$ cat config.mk
export PLATFORM = sky130hd
export DESIGN_NAME = smbus_host_regs
export DESIGN_NICKNAME = d
export VERILOG_FILES = /design/src/rtl/smbh_pkg.sv /design/src/rtl/smbh_regfile.sv /design/src/rtl/smbh_status.sv /design/src/rtl/smbh_seq.sv /design/src/rtl/smbus_host_regs.sv
export SDC_FILE = /design/constraint.sdc
export NUM_CORES = 1
export LEC_CHECK = 0
export ABC_AREA = 0
export BUFFER_PORTS_ARGS = -buffer_cell sky130_fd_sc_hd__buf_2
export CAP_MARGIN = 20
export CELL_PAD_IN_SITES_DETAIL_PLACEMENT = 1
export CELL_PAD_IN_SITES_GLOBAL_PLACEMENT = 2
export CORE_UTILIZATION = 37
export DETAILED_ROUTE_END_ITERATION = 8
export GPL_TIMING_DRIVEN = 0
export PLACE_DENSITY_LB_ADDON = 0.25
export REMOVE_ABC_BUFFERS = 1
export SLEW_MARGIN = 20
export SYNTH_ARGS = -nofsm -noshare
export SYNTH_HDL_FRONTEND = slang
export SYNTH_SLANG_ARGS = --single-unit
$ cat constraint.sdc
create_clock -name clk -period 5.05 [get_ports clk]
set_input_delay 0.505 -clock clk [delete_from_list [all_inputs] [get_ports clk]]
set_output_delay 0.505 -clock clk [all_outputs]
set_load 0.005 [all_outputs]
$ cat src/rtl/smbh_pkg.sv
package smbh_pkg;

  localparam int unsigned OFS_STAT = 0;
  localparam int unsigned OFS_CTL  = 2;
  localparam int unsigned OFS_CMD  = 3;
  localparam int unsigned OFS_ADR  = 4;
  localparam int unsigned OFS_DLO  = 5;
  localparam int unsigned OFS_DHI  = 6;
  localparam int unsigned OFS_BLK  = 7;
  localparam int unsigned OFS_AUX  = 13;

  localparam int unsigned STB_BUSY = 0;
  localparam int unsigned STB_DONE = 1;
  localparam int unsigned STB_DERR = 2;
  localparam int unsigned STB_FAIL = 4;

  localparam int unsigned CTB_IE   = 0;
  localparam int unsigned CTB_KILL = 1;
  localparam int unsigned CTB_GO   = 6;
  localparam int unsigned CT_KEEP  = 5;   // control bits that are stored and read back
  localparam int unsigned AUX_KEEP = 2;

  typedef enum logic [2:0] {
    PR_QUICK = 3'd0,
    PR_BYTE  = 3'd1,
    PR_BDATA = 3'd2,
    PR_WDATA = 3'd3,
    PR_PCALL = 3'd4,
    PR_BLOCK = 3'd5,
    PR_I2CRD = 3'd6,
    PR_NONE  = 3'd7
  } proto_e;

  typedef enum logic [1:0] {
    SQ_IDLE  = 2'd0,
    SQ_DEFER = 2'd1,
    SQ_REQ   = 2'd2,
    SQ_WAIT  = 2'd3
  } seq_e;

  typedef struct packed {
    logic set_busy;
    logic clr_busy;
    logic set_done;
    logic set_derr;
    logic set_fail;
  } stat_ev_t;

endpackage

$ cat src/rtl/smbh_regfile.sv
module smbh_regfile
  import smbh_pkg::*;
#(
  parameter int unsigned ADDR_W = 6
) (
  input  logic                clk,
  input  logic                rst,
  input  logic                wr,
  input  logic                rd,
  input  logic [ADDR_W-1:0]   addr,
  input  logic [7:0]          wdata,
  input  logic [7:0]          stat_q,
  input  logic                wb_lo,
  input  logic                wb_hi,
  input  logic [15:0]         wb_data,
  output logic [CT_KEEP-1:0]  ctl_q,
  output logic [CT_KEEP-1:0]  ctl_cur,
  output logic [7:0]          cmd_q,
  output logic [7:0]          adr_q,
  output logic [7:0]          dlo_q,
  output logic [7:0]          dhi_q,
  output logic [7:0]          rdata
);

  logic [7:0]          blk_q;
  logic [AUX_KEEP-1:0] aux_q;
  logic [7:0]          rd_mux;
  logic                ctl_hit;

  assign ctl_hit = wr && (addr == ADDR_W'(OFS_CTL));
  assign ctl_cur = ctl_hit ? wdata[CT_KEEP-1:0] : ctl_q;

  always_comb begin
    rd_mux = 8'h00;
    if (addr == ADDR_W'(OFS_STAT))      rd_mux = stat_q;
    else if (addr == ADDR_W'(OFS_CTL))  rd_mux = {{(8-CT_KEEP){1'b0}}, ctl_q};
    else if (addr == ADDR_W'(OFS_CMD))  rd_mux = cmd_q;
    else if (addr == ADDR_W'(OFS_ADR))  rd_mux = adr_q;
    else if (addr == ADDR_W'(OFS_DLO))  rd_mux = dlo_q;
    else if (addr == ADDR_W'(OFS_DHI))  rd_mux = dhi_q;
    else if (addr == ADDR_W'(OFS_BLK))  rd_mux = blk_q;
    else if (addr == ADDR_W'(OFS_AUX))  rd_mux = {{(8-AUX_KEEP){1'b0}}, aux_q};
  end

  always_ff @(posedge clk) begin
    if (rst) begin
      ctl_q <= '0;
      cmd_q <= '0;
      adr_q <= '0;
      dlo_q <= '0;
      dhi_q <= '0;
      blk_q <= '0;
      aux_q <= '0;
      rdata <= '0;
    end else begin
      ctl_q <= ctl_cur;
      if (wr) begin
        if (addr == ADDR_W'(OFS_CMD)) cmd_q <= wdata;
        if (addr == ADDR_W'(OFS_ADR)) adr_q <= wdata;
        if (addr == ADDR_W'(OFS_DLO)) dlo_q <= wdata;
        if (addr == ADDR_W'(OFS_DHI)) dhi_q <= wdata;
        if (addr == ADDR_W'(OFS_BLK)) blk_q <= wdata;
        if (addr == ADDR_W'(OFS_AUX)) aux_q <= wdata[AUX_KEEP-1:0];
      end
      // engine results take precedence over a same-cycle software write
      if (wb_lo) dlo_q <= wb_data[7:0];
      if (wb_hi) dhi_q <= wb_data[15:8];
      if (rd) rdata <= rd_mux;
    end
  end

endmodule

$ cat src/rtl/smbh_status.sv
module smbh_status
  import smbh_pkg::*;
(
  input  logic       clk,
  input  logic       rst,
  input  logic       stat_wr,
  input  logic [7:0] wdata,
  input  stat_ev_t   ev,
  input  logic       ie_next,
  output logic [7:0] stat_q,
  output logic       irq
);

  logic [7:0] w1c_mask;
  logic [7:0] stat_n;

  // busy is excluded from software clearing
  assign w1c_mask = stat_wr ? (wdata & ~(8'h01 << STB_BUSY)) : 8'h00;

  always_comb begin
    stat_n = stat_q & ~w1c_mask;
    if (ev.set_busy) stat_n[STB_BUSY] = 1'b1;
    if (ev.clr_busy) stat_n[STB_BUSY] = 1'b0;
    if (ev.set_done) stat_n[STB_DONE] = 1'b1;
    if (ev.set_derr) stat_n[STB_DERR] = 1'b1;
    if (ev.set_fail) stat_n[STB_FAIL] = 1'b1;
  end

  always_ff @(posedge clk) begin
    if (rst) begin
      stat_q <= '0;
      irq    <= 1'b0;
    end else begin
      stat_q <= stat_n;
      irq    <= ie_next && (stat_n[7:1] != 7'd0);
    end
  end

endmodule

$ cat src/rtl/smbh_seq.sv
module smbh_seq
  import smbh_pkg::*;
(
  input  logic        clk,
  input  logic        rst,
  input  logic        start,
  input  logic        kill,
  input  logic        stat_rd,
  input  logic        ie,
  input  logic [2:0]  proto,
  input  logic        derr,
  input  logic [7:0]  adr_q,
  input  logic [7:0]  cmd_q,
  input  logic [7:0]  dlo_q,
  input  logic [7:0]  dhi_q,
  input  logic        req_ready,
  input  logic        rsp_done,
  input  logic        rsp_error,
  input  logic [15:0] rsp_data,
  output logic        req_valid,
  output logic [2:0]  req_proto,
  output logic [6:0]  req_target,
  output logic        req_read,
  output logic [7:0]  req_cmd,
  output logic [15:0] req_data,
  output stat_ev_t    ev,
  output logic        wb_lo,
  output logic        wb_hi,
  output logic [15:0] wb_data
);

  seq_e st_q, st_n;
  logic launch;
  logic fin_ok;
  logic refuse;
  logic byte_back;
  logic word_back;

  assign refuse = derr || (proto == PR_NONE);

  always_comb begin
    ev     = '0;
    st_n   = st_q;
    launch = 1'b0;
    fin_ok = 1'b0;
    if (kill) begin
      st_n        = SQ_IDLE;
      ev.clr_busy = 1'b1;
      ev.set_fail = 1'b1;
    end else begin
      unique case (st_q)
        SQ_IDLE, SQ_DEFER: begin
          if (start) begin
            if (ie) begin
              if (refuse) begin
                ev.set_derr = 1'b1;
                st_n        = SQ_IDLE;
              end else begin
                ev.set_busy = 1'b1;
                launch      = 1'b1;
              end
            end else begin
              ev.set_busy = 1'b1;
              st_n        = SQ_DEFER;
            end
          end else if ((st_q == SQ_DEFER) && stat_rd) begin
            ev.clr_busy = 1'b1;
            if (refuse) begin
              ev.set_derr = 1'b1;
              st_n        = SQ_IDLE;
            end else begin
              launch = 1'b1;
            end
          end
        end
        SQ_REQ: begin
          if (req_ready) st_n = SQ_WAIT;
        end
        SQ_WAIT: begin
          if (rsp_done) begin
            st_n        = SQ_IDLE;
            ev.clr_busy = 1'b1;
            if (rsp_error) begin
              ev.set_derr = 1'b1;
            end else begin
              ev.set_done = 1'b1;
              fin_ok      = 1'b1;
            end
          end
        end
        default: st_n = SQ_IDLE;
      endcase
      if (launch) st_n = SQ_REQ;
    end
  end

  assign byte_back = req_read && ((req_proto == PR_BYTE) || (req_proto == PR_BDATA));
  assign word_back = (req_read && (req_proto == PR_WDATA)) || (req_proto == PR_PCALL);
  assign wb_lo     = fin_ok && (byte_back || word_back);
  assign wb_hi     = fin_ok && word_back;
  assign wb_data   = rsp_data;

  always_ff @(posedge clk) begin
    if (rst) begin
      st_q       <= SQ_IDLE;
      req_valid  <= 1'b0;
      req_proto  <= '0;
      req_target <= '0;
      req_read   <= 1'b0;
      req_cmd    <= '0;
      req_data   <= '0;
    end else begin
      st_q      <= st_n;
      req_valid <= (st_n == SQ_REQ);
      if (launch) begin
        req_proto  <= proto;
        req_target <= adr_q[7:1];
        req_read   <= adr_q[0];
        req_cmd    <= cmd_q;
        req_data   <= {dhi_q, dlo_q};
      end
    end
  end

endmodule

$ cat src/rtl/smbus_host_regs.sv
module smbus_host_regs
  import smbh_pkg::*;
#(
  parameter int unsigned ADDR_W = 6
) (
  input  logic              clk,
  input  logic              rst,
  input  logic              reg_wr,
  input  logic              reg_rd,
  input  logic [ADDR_W-1:0] reg_addr,
  input  logic [7:0]        reg_wdata,
  output logic [7:0]        reg_rdata,
  output logic              irq,
  output logic              req_valid,
  input  logic              req_ready,
  output logic [2:0]        req_proto,
  output logic [6:0]        req_target,
  output logic              req_read,
  output logic [7:0]        req_cmd,
  output logic [15:0]       req_data,
  input  logic              rsp_done,
  input  logic              rsp_error,
  input  logic [15:0]       rsp_data
);

  logic [7:0]         stat_q;
  logic [CT_KEEP-1:0] ctl_q;
  logic [CT_KEEP-1:0] ctl_cur;
  logic [7:0]         cmd_q, adr_q, dlo_q, dhi_q;
  logic               ctl_wr, stat_wr, stat_rd;
  logic               kill_wr, start_wr;
  logic               wb_lo, wb_hi;
  logic [15:0]        wb_data;
  stat_ev_t           ev;

  assign ctl_wr   = reg_wr && (reg_addr == ADDR_W'(OFS_CTL));
  assign stat_wr  = reg_wr && (reg_addr == ADDR_W'(OFS_STAT));
  assign stat_rd  = reg_rd && (reg_addr == ADDR_W'(OFS_STAT));
  assign kill_wr  = ctl_wr && reg_wdata[CTB_KILL];
  assign start_wr = ctl_wr && reg_wdata[CTB_GO] && !reg_wdata[CTB_KILL];

  smbh_regfile #(.ADDR_W(ADDR_W)) u_regs (
    .clk     (clk),
    .rst     (rst),
    .wr      (reg_wr),
    .rd      (reg_rd),
    .addr    (reg_addr),
    .wdata   (reg_wdata),
    .stat_q  (stat_q),
    .wb_lo   (wb_lo),
    .wb_hi   (wb_hi),
    .wb_data (wb_data),
    .ctl_q   (ctl_q),
    .ctl_cur (ctl_cur),
    .cmd_q   (cmd_q),
    .adr_q   (adr_q),
    .dlo_q   (dlo_q),
    .dhi_q   (dhi_q),
    .rdata   (reg_rdata)
  );

  smbh_seq u_seq (
    .clk        (clk),
    .rst        (rst),
    .start      (start_wr),
    .kill       (kill_wr),
    .stat_rd    (stat_rd),
    .ie         (ctl_cur[CTB_IE]),
    .proto      (ctl_cur[4:2]),
    .derr       (stat_q[STB_DERR]),
    .adr_q      (adr_q),
    .cmd_q      (cmd_q),
    .dlo_q      (dlo_q),
    .dhi_q      (dhi_q),
    .req_ready  (req_ready),
    .rsp_done   (rsp_done),
    .rsp_error  (rsp_error),
    .rsp_data   (rsp_data),
    .req_valid  (req_valid),
    .req_proto  (req_proto),
    .req_target (req_target),
    .req_read   (req_read),
    .req_cmd    (req_cmd),
    .req_data   (req_data),
    .ev         (ev),
    .wb_lo      (wb_lo),
    .wb_hi      (wb_hi),
    .wb_data    (wb_data)
  );

  smbh_status u_stat (
    .clk     (clk),
    .rst     (rst),
    .stat_wr (stat_wr),
    .wdata   (reg_wdata),
    .ev      (ev),
    .ie_next (ctl_cur[CTB_IE]),
    .stat_q  (stat_q),
    .irq     (irq)
  );

endmodule

==> results.toml, run 1 <==
[outcome]
status = "finished, final reports clean"

[sta]
worstMarginPinSlew_ps = 1040
finalMaxSlewViolations = 0
final.min_clock_period_ps = 3150
skew_ps = 5.58
max_freq_mhz = 317
setup_viol = 0
slew_headroom_pct = 30.0
hold_violations = 0
fin_crit_sh_pct = 62.4
holdWs_ps = 395
tns_ps = 0
rsz0062_at_grt = "false"

[route]
drt_iter0_markers = 241
routedWlPerCell_um = 18.3
vias = 3881
ant_nets = 0
firstDrtPassIters = 4
via_per_inst = 5.35
wl_um = 13300
drc = 0

[cts]
cts_setup_buffers = 0
numCtsBuffers = 9
root_buffer = "clkbuf_16"
postCtsHoldBufs = 0
clk_pin_slew_ps = 70
cts_tree = "done"
cts.sinks = 102
cts-resized-gates = 0
clockBufferDepth = 2
htree_num_levels = 3
clock_latency_ps = 340

[place]
place_area_um2 = 5120
gp_congestion = 0.813
port-buffer-count = 81
dp.final_hpwl_um = 9480

[global_route]
grt_pass1_vias = 4006
grt.total_usage_pct = 21.9
grt_overflow = 0
grt_max_degree = 56
grt_pass1_wl_um = 21600
antenna_found_initial = 0

[die]
fp.dieW_um = 113
core_um2 = 12100
dieHeight_um = 113
die-area_um2 = 12900
pin_count = 82
rows = 40
start_util_pct = 38.1

[finish]
n_antenna_cell = 0
fill_cells = 1421
regArea_um2 = 2040
syn2layout_area_growth_pct = 17.4
postLayoutCellArea_um2 = 5400
multi_input_area_um2 = 2370
layout-drive-gt1-share_pct = 22.6
final_nets = 590

[yosys]
yosysUniqueCellTypes = 56
yosysWarnings = 0
synthArstFlopShare_pct = 0
ys_seq_elements = 102
synthCells = 494
synth.cell_area_um2 = 4600
synth_edf_count = 0
ys.flop_type = "dfxtp_1"
yosysSeqAreaShare_pct = 44.4
synth.avg_cell_area_um2 = 9.31

[power]
power_density_nw_per_um2 = 286
p_leak_uw = 0.00223
ir_drop_mv = 0.167

[setup_path]
path_cells = "buf_2 > nor4_2 > nand3_1 > a211oi_4 > buf_6 > buf_6 > mux2i_1 > nor2_1"
worst_setup_path_start_kind = "input pin"
critPathRequiredTime_ps = 5280
cp_max_fo = 12
cp_slowest_stage_delay_ps = 910
crit_top_cell = "buf_6"
arrival_ps = 3380
critPathKind = "input pin to register"
endpoint_kind = "register"
worst_path_max_delay_cell = "nor4_2"

[flow_run]
max_cap_viol_count = 0

[hold_path]
hold_path_class = "input pin to register"
## worst max-delay path, delay by kind of cell
family	cells	cell delay (ps)
compound gates	1	770
mux	1	220
buf+inv	3	580
simple gates	3	1310
## final cells by class
class	count	area share, %
Clock inverter	4	0.417
Tap cell	168	3.89
Inverter	7	0.487
Clock buffer	12	4.57
Timing Repair Buffer	88	8.88
Multi-Input combinational cell	345	43.9
Sequential cell	102	37.8
## kinds of logic (layout without fill, tap and decap cells)
logic type / after synthesis / after routing / share of synthesized area [%]
simple gates: 191 / 191 / 19.7
flops: 102 / 102 / 44.4
mux: 82 / 82 / 19.7
compound gates: 72 / 72 / 11.6
buf+inv: 47 / 111 / 4.63
## cell usage in the layout (no fill, tap or decap), drive strengths merged, types with 3 or more instances in the layout
master | netlist | layout
a31oi | 6 | 6
nor3 | 3 | 3
a311oi | 9 | 9
mux2i | 67 | 67
nand3 | 16 | 16
nand4 | 3 | 3
a22oi | 3 | 3
a21o | 3 | 3
a21oi | 16 | 16
a222oi | 4 | 4
nand2 | 46 | 46
and3 | 5 | 5
clkinv | 0 | 3
nor2 | 83 | 83
and4b | 3 | 3
nor3b | 5 | 5
nor2b | 3 | 3
a221o | 3 | 3
a211oi | 6 | 6
clkbuf | 20 | 12
o21ai | 7 | 7
nor4b | 3 | 3
buf | 20 | 88
and2 | 4 | 4
nand2b | 8 | 8
mux4 | 6 | 6
inv | 7 | 7
mux2 | 9 | 9
dfxtp | 102 | 102
## flip-flops by register name (all words and copies together) (netlist names)
name,cells
u_regs.ctl_q,5
u_stat.irq,1
u_seq.req_target,7
u_regs.aux_q,2
u_stat.stat_q,8
u_seq.st_q,2
u_regs.dhi_q,8
u_seq.req_read,1
u_regs.rdata,8
u_seq.req_data,16
u_seq.req_cmd,8
u_seq.req_valid,1
u_regs.dlo_q,8
u_regs.cmd_q,8
u_regs.blk_q,8
u_regs.adr_q,8
u_seq.req_proto,3
## cell usage after synthesis, types with 3 or more instances
library cell	n	area share, %
a211oi_1	5	0.82
a21o_1	3	0.49
a21oi_1	16	1.7
a221o_1	3	0.65
a222oi_1	4	0.87
a22oi_1	3	0.49
a311oi_1	9	1.7
a31oi_1	6	0.82
and2_1	4	0.54
and3_1	5	0.68
and4b_1	3	0.65
buf_1	3	0.24
buf_2	14	1.5
clkbuf_1	20	1.6
dfxtp_1	102	44
inv_1	7	0.57
mux2_2	9	2.2
mux2i_1	67	15
mux4_2	6	2.9
nand2_1	46	3.8
nand2b_1	8	1.1
nand3_1	16	1.7
nor2_1	83	6.8
nor2b_1	3	0.41
nor3_1	3	0.33
nor3b_1	5	0.82
nor4b_1	3	0.57
o21ai_0	6	0.65
## power by group
group,switching [uW],internal (uW)
clock,301,346
combinational,58.2,27.6
sequential,2.20,807
total,361,1180
## metrics by stage
stage / utilization, % / power, uW / cells / setup WS, ps
after floorplan: - / 851 / 454 / 844
after global placement: 41.7 / 909 / 703 / -895
after detailed placement: 42.5 / 914 / 710 / 1510
after CTS: 44.7 / 1560 / 726 / 1890
after global routing: 44.8 / 1600 / 726 / 1640
final: 44.8 / 1540 / 726 / 1900
## final timing paths
kind	startpoint	endpoint	slack (ps)	cells after the start
max	reg_addr[3]	u_seq.req_data[13]	1900	8
min	rsp_data[5]	u_regs.dlo_q[5]	400	3
max reg2reg	u_seq.st_q[0]	u_seq.req_data[13]	2540	7
min reg2reg	u_regs.adr_q[0]	u_regs.adr_q[0]	470	2
## routing by layer
layer / GRT usage, % / vias up / wire length [um] / part of all wire (%)
met5: 0 / - / 0 / 0
met1: 28.9 / 1906 / 6140 / 46
li1: - / 1869 / - / -
met3: 3.45 / 14 / 647 / 4.9
met4: 7.54 / 0 / 176 / 1.3
met2: 36.3 / 92 / 6340 / 48
Power figures use the tool's default switching activity.
==> run 2, diff against run 1 <==
--- a/config.mk
+++ b/config.mk
@@ -10,7 +10,7 @@
 export CAP_MARGIN = 20
 export CELL_PAD_IN_SITES_DETAIL_PLACEMENT = 1
 export CELL_PAD_IN_SITES_GLOBAL_PLACEMENT = 2
-export CORE_UTILIZATION = 37
+export CORE_UTILIZATION = 34
 export DETAILED_ROUTE_END_ITERATION = 8
 export GPL_TIMING_DRIVEN = 0
 export PLACE_DENSITY_LB_ADDON = 0.25
==> constraint.sdc (replaced) <==
create_clock -name clk -period 3 [get_ports clk]
set_input_delay 0.3 -clock clk [delete_from_list [all_inputs] [get_ports clk]]
set_output_delay 0.3 -clock clk [all_outputs]
set_load 0.005 [all_outputs]
==> results.toml, run 2 (same netlist as run 1, synthesis figures left out) <==
[outcome]
status = "finished, final reports clean"

[global_route]
grt_overflow = 0
grt_pass1_vias = 3881
grt.total_usage_pct = 20.2
busiest_layer = "met2"
met2_usage_pct = 30.8
grt_max_degree = 59
antenna_found_initial = 0
grt_pass1_wl_um = 21700
met1_usage_pct = 27.7
grt_use_met3_pct = 3.14

[finish]
final_nets = 591
multi_input_area_um2 = 2380
stdcell_count = 735
final_util_pct = 41.5
layout-drive-gt1-share_pct = 22.7
fill_cells = 1529
postLayoutCellArea_um2 = 5480
layout_common_cells = "102 x dfxtp_1, 83 x nor2_1, 82 x buf_2"
regArea_um2 = 2040
n_antenna_cell = 0
layout_commonest_cell = "dfxtp_1"
largest_reg_flops = 16
syn2layout_area_growth_pct = 19.2
largest-register = "u_seq.req_data"

[cts]
cts_setup_buffers = 0
cts-resized-gates = 0
clk_pin_slew_ps = 60
clockBufferDepth = 2
htree_num_levels = 3
cts_tree = "done"
postCtsHoldBufs = 0
numCtsBuffers = 9
root_buffer = "clkbuf_16"
cts.sinks = 102
clock_latency_ps = 350

[sta]
worstMarginPinSlew_ps = 829
skew_ps = 8.79
max_freq_mhz = 390
slew_headroom_pct = 44.4
hold_violations = 0
rsz0062_at_grt = "false"
finalMaxSlewViolations = 0
final.min_clock_period_ps = 2560
fin_crit_sh_pct = 85.4
setup_viol = 0

[die]
core_um2 = 13200
start_util_pct = 34.9
pin_count = 82
dieHeight_um = 118
fp.dieW_um = 118
die-area_um2 = 14000
rows = 42

[power]
ir_drop_mv = 0.213
p_leak_uw = 0.00226
power_density_nw_per_um2 = 503

[flow_run]
max_cap_viol_count = 0

[place]
place_area_um2 = 5160
dp.cells = 719
port-buffer-count = 81
gp_congestion = 0.785
dp.final_hpwl_um = 9590

[route]
drt_iter0_markers = 190
via_per_inst = 5.27
wl_um = 13700
ant_nets = 0
drc = 0
firstDrtPassIters = 4
routedWlPerCell_um = 18.6
vias = 3870

[setup_path]
endpoint_kind = "register"
cp_max_fo = 13
arrival_ps = 2800
critPathRequiredTime_ps = 3230
critPathKind = "input pin to register"
worst_setup_path_start_kind = "input pin"

[hold_path]
hold_path_class = "input pin to register"
## run 2: through the flow
stage | power (uW) | setup TNS (ps) | setup WS (ps) | hold slack [ps]
finish | 2750 | 0 | 437 | 184
global route | 2840 | 0 | 209 | 207
CTS | 2780 | 0 | 78.5 | 177
detailed placement | 1540 | -5030 | -290 | 457
global placement | 1530 | -146900 | -2790 | 449
floorplan | 1430 | -30770 | -1000 | 369
## run 2: path summary, 6_finish.rpt
check,slack (ps),cells past startpoint,to,start
hold / removal,180,3,u_regs.dlo_q[3],rsp_data[3]
hold reg to reg,460,2,u_regs.ctl_q[1],u_regs.ctl_q[1]
setup reg to reg,560,7,u_seq.req_data[12],u_seq.st_q[0]
setup / recovery,440,8,u_seq.req_data[12],reg_addr[3]
## run 2: critical path, cell delays in order
cell,delay [ps]
buf_2,140
nor4_4,610
nand3_1,300
a211oi_4,740
buf_8,250
buf_6,180
mux2i_1,190
nor2_1,50
## run 2: metal layers
metal	share of wire, %	wire length [um]	vias up
li1	-	-	1875
met2	45	6140	89
met4	3.2	431	0
met5	0	0	-
met3	3.8	524	24
met1	48	6570	1882
## run 2: area by class of cell
| cell class | instances | area share (%) |
|---|---|---|
| clock buffer | 14 | 5.00 |
| clock inverter | 2 | 0.708 |
| inverter | 7 | 0.480 |
| multi-input combinational | 345 | 43.4 |
| sequential | 102 | 37.3 |
| tap | 176 | 4.02 |
| timing repair buffer | 89 | 9.09 |
## run 2: power breakdown
part           switching, uW  leakage (uW)  total, uW  internal (uW)
logic                    100       0.00129        149           48.4
clock network            525      0.000153       1240            719
registers               3.75      0.000822       1360           1360
total                    629       0.00226       2750           2130
